===== src/rtl/rfr_pkg.sv =====
package rfr_pkg;

    typedef enum logic [3:0] {
        ST_IDLE,
        ST_ARB,
        ST_CAS_LEAD,
        ST_RAS_LO1,
        ST_RAS_LO2,
        ST_PRE1,
        ST_PRE2,
        ST_SR_LEAD,
        ST_SR_HOLD,
        ST_SR_EXIT
    } rfr_state_e;

    localparam int PS_W = 12;

    // low-bit mask whose all-ones pattern marks one prescaled tick
    function automatic logic [PS_W-1:0] tick_mask(input logic [2:0] code);
        logic [PS_W-1:0] m;
        unique case (code)
            3'd1:    m = 12'h003;
            3'd2:    m = 12'h00F;
            3'd3:    m = 12'h03F;
            3'd4:    m = 12'h0FF;
            3'd5:    m = 12'h3FF;
            3'd6:    m = 12'h7FF;
            3'd7:    m = 12'hFFF;
            default: m = 12'h000;
        endcase
        return m;
    endfunction

    function automatic logic [3:0] burst_credits(input logic [2:0] code);
        logic [3:0] n;
        unique case (code)
            3'd0:    n = 4'd1;
            3'd1:    n = 4'd2;
            3'd2:    n = 4'd4;
            3'd3:    n = 4'd6;
            default: n = 4'd8;
        endcase
        return n;
    endfunction

endpackage


===== src/rtl/rfr_prescale.sv =====
module rfr_prescale
    import rfr_pkg::*;
(
    input  logic       clk,
    input  logic       rst_n,
    input  logic [2:0] div_sel,
    output logic       tick
);
    logic [PS_W-1:0] ps_cnt;
    logic [PS_W-1:0] mask;

    always_ff @(posedge clk) begin
        if (!rst_n) ps_cnt <= '0;
        else        ps_cnt <= ps_cnt + 1'b1;
    end

    always_comb begin
        mask = tick_mask(div_sel);
        tick = (div_sel != 3'd0) && ((ps_cnt & mask) == mask);
    end

    // ticks are never adjacent: the smallest ratio is four
    assert_tick_spacing_R2: assert property (@(posedge clk) disable iff (!rst_n)
        tick |=> !tick);
endmodule


===== src/rtl/rfr_interval.sv =====
module rfr_interval #(
    parameter int CMP_W = 8
) (
    input  logic             clk,
    input  logic             rst_n,
    input  logic             tick,
    input  logic [CMP_W-1:0] ivl_cmp,
    output logic             match
);
    logic [CMP_W-1:0] ivl_cnt;
    logic [CMP_W:0]   ivl_inc;

    assign ivl_inc = {1'b0, ivl_cnt} + 1'b1;

    always_ff @(posedge clk) begin
        if (!rst_n) begin
            ivl_cnt <= '0;
            match   <= 1'b0;
        end else begin
            match <= 1'b0;
            if (tick) begin
                if (ivl_inc >= {1'b0, ivl_cmp}) begin
                    ivl_cnt <= '0;
                    match   <= 1'b1;
                end else begin
                    ivl_cnt <= ivl_inc[CMP_W-1:0];
                end
            end
        end
    end

    assert_match_clears_R3: assert property (@(posedge clk) disable iff (!rst_n)
        match |-> (ivl_cnt == '0) && $past(tick));
endmodule


===== src/rtl/rfr_pending.sv =====
module rfr_pending #(
    parameter int MAX_PEND = 15,
    parameter int PW       = $clog2(MAX_PEND + 1)
) (
    input  logic          clk,
    input  logic          rst_n,
    input  logic          add_en,
    input  logic [3:0]    add_amt,
    input  logic          take,
    output logic [PW-1:0] pend
);
    localparam int SW = PW + 5;

    logic [SW-1:0] sum;
    logic          take_ok;

    always_comb begin
        take_ok = take && (pend != '0);
        sum     = SW'(pend) + (add_en ? SW'(add_amt) : '0) - SW'(take_ok);
    end

    always_ff @(posedge clk) begin
        if (!rst_n)                 pend <= '0;
        else if (sum > SW'(MAX_PEND)) pend <= PW'(MAX_PEND);
        else                        pend <= sum[PW-1:0];
    end

    assert_sat_hold_R5: assert property (@(posedge clk) disable iff (!rst_n)
        ($past(pend) == PW'(MAX_PEND) && !$past(take)) |-> pend == PW'(MAX_PEND));
    assert_no_wrap_R5: assert property (@(posedge clk) disable iff (!rst_n)
        !$past(take) |-> pend >= $past(pend));
endmodule


===== src/rtl/dram_refresh_ctrl.sv =====
module dram_refresh_ctrl
    import rfr_pkg::*;
#(
    parameter int CMP_W       = 8,
    parameter int MAX_PEND    = 15,
    parameter int SR_EXIT_CYC = 4
) (
    input  logic             clk,
    input  logic             rst_n,
    input  logic [2:0]       div_sel,
    input  logic [CMP_W-1:0] ivl_cmp,
    input  logic [2:0]       burst_sel,
    input  logic             self_req,
    input  logic             bus_gnt,
    output logic             bus_req,
    output logic             ras_n,
    output logic             cas_n,
    output logic             idle
);
    localparam int PW  = $clog2(MAX_PEND + 1);
    localparam int EXW = $clog2(SR_EXIT_CYC + 1);

    logic          tick;
    logic          match;
    logic [PW-1:0] pend;
    logic          want;
    logic [EXW-1:0] exit_cnt;

    rfr_state_e state, state_nxt;

    rfr_prescale u_pre (
        .clk     (clk),
        .rst_n   (rst_n),
        .div_sel (div_sel),
        .tick    (tick)
    );

    rfr_interval #(.CMP_W(CMP_W)) u_ivl (
        .clk     (clk),
        .rst_n   (rst_n),
        .tick    (tick),
        .ivl_cmp (ivl_cmp),
        .match   (match)
    );

    rfr_pending #(.MAX_PEND(MAX_PEND), .PW(PW)) u_pend (
        .clk     (clk),
        .rst_n   (rst_n),
        .add_en  (match),
        .add_amt (burst_credits(burst_sel)),
        .take    (state == ST_CAS_LEAD),
        .pend    (pend)
    );

    assign want = (pend != '0);

    // state register
    always_ff @(posedge clk) begin
        if (!rst_n) begin
            state    <= ST_IDLE;
            exit_cnt <= '0;
        end else begin
            state    <= state_nxt;
            exit_cnt <= (state == ST_SR_EXIT) ? exit_cnt + 1'b1 : '0;
        end
    end

    always_comb begin
        state_nxt = state;
        unique case (state)
            ST_IDLE:     if (self_req || want) state_nxt = ST_ARB;
            ST_ARB: begin
                if (!(self_req || want)) state_nxt = ST_IDLE;
                else if (bus_gnt)        state_nxt = self_req ? ST_SR_LEAD : ST_CAS_LEAD;
            end
            ST_CAS_LEAD: state_nxt = ST_RAS_LO1;
            ST_RAS_LO1:  state_nxt = ST_RAS_LO2;
            ST_RAS_LO2:  state_nxt = ST_PRE1;
            ST_PRE1:     state_nxt = ST_PRE2;
            ST_PRE2: begin
                if (!(self_req || want)) state_nxt = ST_IDLE;
                else if (bus_gnt)        state_nxt = self_req ? ST_SR_LEAD : ST_CAS_LEAD;
                else                     state_nxt = ST_ARB;
            end
            ST_SR_LEAD:  state_nxt = ST_SR_HOLD;
            ST_SR_HOLD:  if (!self_req) state_nxt = ST_SR_EXIT;
            ST_SR_EXIT:  if (exit_cnt == EXW'(SR_EXIT_CYC - 1)) state_nxt = ST_IDLE;
            default:     state_nxt = ST_IDLE;
        endcase
    end

    // outputs
    always_comb begin
        bus_req = (state != ST_IDLE);
        idle    = (state == ST_IDLE);
        cas_n   = 1'b1;
        ras_n   = 1'b1;
        unique case (state)
            ST_CAS_LEAD, ST_SR_LEAD: cas_n = 1'b0;
            ST_RAS_LO1, ST_RAS_LO2, ST_SR_HOLD: begin
                cas_n = 1'b0;
                ras_n = 1'b0;
            end
            default: ;
        endcase
    end

    assert_cas_after_grant_R6: assert property (@(posedge clk) disable iff (!rst_n)
        ($fell(cas_n) && ras_n) |-> $past(bus_gnt));
    assert_cas_before_ras_R7: assert property (@(posedge clk) disable iff (!rst_n)
        $fell(ras_n) |-> (!cas_n && $past(!cas_n)));
    assert_lead_single_R7: assert property (@(posedge clk) disable iff (!rst_n)
        (!cas_n && ras_n) |=> !ras_n);
    assert_idle_strobes_high_R10: assert property (@(posedge clk) disable iff (!rst_n)
        $rose(idle) |-> (ras_n && cas_n && $past(ras_n) && $past(cas_n)));
endmodule


===== config.mk =====
export PLATFORM = sky130hd
export DESIGN_NAME = dram_refresh_ctrl
export DESIGN_NICKNAME = d
export VERILOG_FILES = /design/src/rtl/rfr_pkg.sv /design/src/rtl/rfr_prescale.sv /design/src/rtl/rfr_interval.sv /design/src/rtl/rfr_pending.sv /design/src/rtl/dram_refresh_ctrl.sv
export SDC_FILE = /design/constraint.sdc
export NUM_CORES = 1
export LEC_CHECK = 0
export ABC_CLOCK_PERIOD_IN_PS = 8800
export BUFFER_PORTS_ARGS = -buffer_cell sky130_fd_sc_hd__buf_4
export CORE_AREA = 2 2 66 68
export CTS_CLUSTER_DIAMETER = 50
export DETAILED_ROUTE_END_ITERATION = 8
export DIE_AREA = 0 0 68 70
export HOLD_SLACK_MARGIN = 0.05
export PLACE_DENSITY = 0.78
export SLEW_MARGIN = 20
export SYNTH_ARGS = -nofsm -noshare
export SYNTH_HDL_FRONTEND = slang
export SYNTH_SLANG_ARGS = --single-unit

===== constraint.sdc =====
create_clock -name clk -period 8.8 [get_ports clk]
set_input_delay 0.88 -clock clk [delete_from_list [all_inputs] [get_ports clk]]
set_output_delay 0.88 -clock clk [all_outputs]
set_load 0.005 [all_outputs]

Word level (Yosys, flattened, before mapping)
Index checks and enable logic that the tools add are counted.
{ "classes": {"n_bitwise": 1, "n_addsub": 5, "n_mux": 17, "n_eq_ne": 25, "n_reduce_logical": 13, "n_lt_le_gt_ge": 2} }
{ "ops": {"columns": ["operator", "n"], "rows": [
  ["12-bit one-hot mux with 7 select lines", 1],
  ["4-bit one-hot mux with 10 select lines", 1],
  ["4-bit 2-to-1 mux", 7],
  ["4-bit by 3-bit equality test with 1-bit output (second input constant)", 4],
  ["4-bit one-hot mux with 4 select lines", 1],
  ["3-bit by 2-bit equality test with 1-bit output (second input constant)", 5],
  ["12-bit by 1-bit adder with 12-bit output (second input constant)", 1],
  ["12-bit bitwise AND", 1],
  ["12-bit equality test", 1],
  ["3-bit equality test (second input constant)", 4],
  ["4-bit by 9-bit adder with 9-bit output", 1],
  ["8-bit by 1-bit adder with 9-bit output (second input constant)", 1],
  ["9-bit by 8-bit greater-or-equal comparator with 1-bit output", 1],
  ["9-bit by 4-bit greater-than comparator with 1-bit output (second input constant)", 1],
  ["3-bit 2-to-1 mux", 3],
  ["9-bit by 1-bit subtractor with 9-bit output", 1],
  ["4-bit by 2-bit equality test with 1-bit output (second input constant)", 2],
  ["4-bit equality test (second input constant)", 2],
  ["8-bit 2-to-1 mux", 1],
  ["4-bit nonzero test", 2],
  ["3-bit by 1-bit equality test with 1-bit output (second input constant)", 2],
  ["5-bit OR reduction", 1],
  ["4-bit by 1-bit equality test with 1-bit output (second input constant)", 1],
  ["4-bit zero test", 1],
  ["other kinds (12)", 17]
]} }
{ "word_totals": {"output_inout_bits": 4, "register_bits": 32, "wordCells": 69} }

Longest topological paths before layout
{ "logic_depth": {"depth_word": 7, "depth_mapped": 13} }

Modules after synthesis
From an unflattened synthesis, not the netlist that was laid out.
{ "unflattened": {"hier_cells": 256, "hier_area_um2": 2237.1} }
{ "by_module_without_submodules": {"columns": ["module", "area_each_um2", "seq_area_each_um2", "cells_each", "instances"], "rows": [
  ["rfr_interval", 703.2, 180.2, 74, 1],
  ["rfr_prescale", 583.1, 240.2, 62, 1],
  ["dram_refresh_ctrl", 530.5, 140.1, 70, 1],
  ["rfr_pending", 420.4, 80.1, 50, 1]
]} }

Least setup slack after synthesis
Ideal clock, no wire load.
{ "synth_path": {"path_type": "in2reg", "from": "in burst_sel[2]", "to": "reg u_pend.pend[0]", "setup_ns": 0.128, "path_buffers": 0, "cell_stages": 11, "slack_ns": 5.812, "arrival_time_ns": 2.861, "path_cell_list": "nor2b_1 nand2_1 ha_1 inv_1 fa_1 a21o_1 a21oi_1 ha_1 or3b_2 nor2_1 nor2_1"} }
{ "synth_between": {"elab_chain_cells": 7} }
{ "synth_rtl": {"columns": ["element", "line", "rtl"], "rows": [
  ["from (decl)", "dram_refresh_ctrl.sv:12", "input logic [2:0] burst_sel,"],
  ["3-bit by 2-bit equality test with 1-bit output, or another cell as far along", "rfr_pkg.sv:36", "unique case (code)"],
  ["4-bit one-hot mux with 4 select lines (*)", "rfr_pkg.sv:36", null],
  ["4-bit 2-to-1 mux (*)", "rfr_pending.sv:19", "sum = SW'(pend) + (add_en ? SW'(add_amt) : '0) - SW'(take_ok);"],
  ["4-bit by 9-bit adder with 9-bit output (*)", "rfr_pending.sv:19", null],
  ["9-bit by 1-bit subtractor with 9-bit output (*)", "rfr_pending.sv:19", null],
  ["9-bit by 4-bit greater-than comparator with 1-bit output", "rfr_pending.sv:24", "else if (sum > SW'(MAX_PEND)) pend <= PW'(MAX_PEND);"],
  ["4-bit 2-to-1 mux (*)", "rfr_pending.sv:24", null],
  ["to (signal assigned)", "rfr_pending.sv:24", null],
  ["to (signal assigned)", "rfr_pending.sv:25", "else pend <= sum[PW-1:0];"],
  ["to (decl)", "rfr_pending.sv:10", "output logic [PW-1:0] pend"]
]} }
Mark *: on every way between the ends. The rest lies on a longest branch, timed or not.
A chain may end at the register's enable or synchronous reset.

Worst setup path after layout
{ "layout_path": {"from": "reg state[2]", "to": "reg u_pend.pend[1]"} }
{ "layout_between": {"elab_chain_cells": 5} }
{ "layout_rtl": {"columns": ["element", "line", "rtl"], "rows": [
  ["from (decl)", "dram_refresh_ctrl.sv:29", "rfr_state_e state, state_nxt;"],
  ["from (signal assigned)", "dram_refresh_ctrl.sv:63", "state <= state_nxt;"],
  ["4-bit by 2-bit equality test with 1-bit output (*)", "dram_refresh_ctrl.sv:51", ".take (state == ST_CAS_LEAD),"],
  ["1-bit logical AND (*)", "rfr_pending.sv:18", "take_ok = take && (pend != '0);"],
  ["9-bit by 1-bit subtractor with 9-bit output (*)", "rfr_pending.sv:19", null],
  ["9-bit by 4-bit greater-than comparator with 1-bit output", "rfr_pending.sv:24", null],
  ["4-bit 2-to-1 mux (*)", "rfr_pending.sv:24", null]
]} }
Marks and branches as above.

==> flow_summary.yaml <==
clocking:
  clockBufferDepth: 2
  cts_resized: 0
  cts_root_buf: "clkbuf_8"
  clk_transition_reported_paths_ps: 70
  numCtsBuffers: 5
  post_cts_buffers: 0
  clock_sink_count: 32
  cts_tree: "built"
  htree_levels: 2
  hold_buffers: 0
  clk_latency_ps: 280
pwr:
  clkPwrFrac_pct: 28.8
  combPwrFrac_pct: 34.7
  p_total_mw: 0.479
  pwr-share-seq_pct: 36.5
  intPower_mw: 0.326
  switchingPower_mw: 0.153
  switching_share_pct: 32.0
  leakage_nw: 1.05
  power_density_nw_per_um2: 200
  ir_worst_vdd_mv: 0.124
setup_path:
  cp-start-kind: "flop"
  end_kind: "flop"
  crit_arrival_ps: 3110
  worstSetupPathType: "flop to flop"
  critPathRequiredTime_ps: 8950
  r2r_setup_slack_ps: 5840
  critPathMaxFanout: 13
synth:
  avgSynthCellArea_um2: 8.02
  synth_enable_flop_cells: 0
  async_reset_ff_share_pct: 0
  ys_seq_elements: 32
  synthCells: 264
  syn_area_um2: 2120
  yosysSeqAreaShare_pct: 30.3
  synth_cell_types: 51
  synthTopCellsByCount: "34 x nand2_1, 32 x dfxtp_1, 28 x inv_1"
  ys_top_cells_by_area: "dfxtp_1 30%, ha_1 12%, nand2_1 6.0%"
  synth_most_common_cell: "nand2_1"
  synth_fp_nets: 304
  yosys.area.top_type: "dfxtp_1"
  yosysWarnings: 0
  synthFlopType: "dfxtp_1"
  synth_top_area_share_pct: 30.3
global_routing:
  grt_use_met2_pct: 28.8
  grt_max_degree: 22
  antenna_found_initial: 0
  grt.busiest_layer: "met2"
  grt_pass1_vias: 1593
  grt_pass1_wl_mm: 6.63
  grt_util_met3_pct: 4.35
  grt_use_met1_pct: 22.7
  grt_usage_pct: 18.1
  grt_overflow: 0
place:
  post_dp_cell_area_um2: 2290
  place.gp.congestion: 0.740
  port_buffers: 21
  dp_hpwl_mm: 2.93
floorplan:
  fp.dieH_um: 70
  io_pins: 22
  start_util_pct: 51.1
  core.rowCount: 24
  dieArea_um2: 4760
  core_um2: 4140
  die_w_um: 68
sta:
  hold_violations: 0
  rsz0062_at_grt: "no"
  tns_ps: 0
  clock_skew_ps: 4.55
  worst_hold_slack_ps: 426
  final-setup-viol-count: 0
  relSlewSlack_pct: 56.8
  fmax_ghz: 0.338
  worst_pin_slew_ps: 647
  min_period_ps: 2960
  drv_slew: 0
  post-route-period-util_pct: 33.7
routing:
  antenna_left: 0
  first_pass_iters: 4
  avgRoutedWirePerCell_um: 11.7
  drt_wl_total_mm: 3.95
  remaining_drc_errors: 0
  drt_iter0_markers: 138
  via_count: 1796
  avgViaCountPerCell: 5.35
flow_run:
  cap_violations: 0
cells_and_area:
  nFillCells: 387
  area_delta_synth_final_pct: 13.2
  design_area_um2: 2400
  final_nets: 323
  seq_area_um2: 641
  drive_gt1_share_pct: 14.4
  diodes: 0
  multi_input_area_um2: 1320
min_path:
  hold_path.class: "flop to flop"
status:
  status: "completed"
[cell type report]
cell class / instances / area share [%]
clock buffer: 6 / 3.03
clock inverter: 2 / 1.46
inverter: 28 / 4.39
multi-input combinational: 195 / 55.1
sequential: 32 / 26.7
tap: 52 / 2.72
timing repair buffer: 21 / 6.58
[stage by stage]
step / cells / utilization, % / worst slack, ps
4_1_cts: 336 / 57.8 / 5830
5_1_grt: 336 / 57.8 / 5630
6_report: 336 / 57.8 / 5840
2_1_floorplan: 264 / - / 5810
3_3_place_gp: 328 / 55.2 / 5620
3_5_place_dp: 328 / 55.2 / 5540
[final timing paths]
path | endpoint | startpoint | cells after the start
setup / recovery | u_pend.pend[1]$_SDFF_PN0_ | state[2]$_SDFFE_PN0P_ | 12
hold / removal | exit_cnt[0]$_SDFF_PN0_ | exit_cnt[0]$_SDFF_PN0_ | 1
setup reg to reg | u_pend.pend[1]$_SDFF_PN0_ | state[2]$_SDFFE_PN0P_ | 12
hold reg to reg | exit_cnt[0]$_SDFF_PN0_ | exit_cnt[0]$_SDFF_PN0_ | 1
[power by group through the flow]
| stage | Clock, mW | Sequential [mW] | Combinational [mW] |
|---|---|---|---|
| 2_1_floorplan | 0 | 0.168 | 0.137 |
| 3_3_place_gp | 0 | 0.178 | 0.161 |
| 3_5_place_dp | 0 | 0.178 | 0.167 |
| 4_1_cts | 0.141 | 0.175 | 0.168 |
| 5_1_grt | 0.149 | 0.177 | 0.193 |
| 6_report | 0.138 | 0.175 | 0.166 |
[cell usage in the layout (no fill, tap or decap), drive strengths merged, types with 3 or more instances in the layout]
cell type,instances
a21oi,15
a31oi,4
and2,3
buf,21
clkbuf,6
dfxtp,32
ha,21
inv,28
nand2,34
nand2b,4
nand3,10
nand4,7
nor2,23
nor3,5
o21ai,14
or3,4
xnor2,8
xor2,8
[critical path: stages (launching register included)]
cell      delay, ps
dfxtp_1         550
nand2b_1        190
nor4_1           60
ha_1            310
inv_1            40
ha_1            210
fa_1            400
a21o_1          180
a21oi_1         140
ha_1            140
or3b_2          450
nor2_1          100
nor2_1           50
[kinds of logic (layout without fill, tap and decap cells)]
kind of cell / after synthesis / after routing / share of synthesized area, %
AOI/OAI and AO/OA: 51 / 51 / 16.2
xor gates and xnor gates: 16 / 16 / 6.62
adders and majority gates: 22 / 22 / 13.4
buffers and inverters: 37 / 57 / 7.39
DFF: 32 / 32 / 30.3
and+or+nand+nor: 106 / 106 / 26.2
[state kept, by name, summed over array words and instances, names as in the netlist]
signal and flops:
u_pre.ps_cnt 12, u_ivl.ivl_cnt 8, state 4, u_pend.pend 4, exit_cnt 3, u_ivl.match 1
[per-layer routing]
layer	vias up	wire length (um)	share of wire, %
met5	-	0	0
met4	0	44	1.1
met3	4	130	3.3
met2	26	1910	48
met1	813	1870	47
li1	953	-	-
Power figures use the tool's default switching activity.
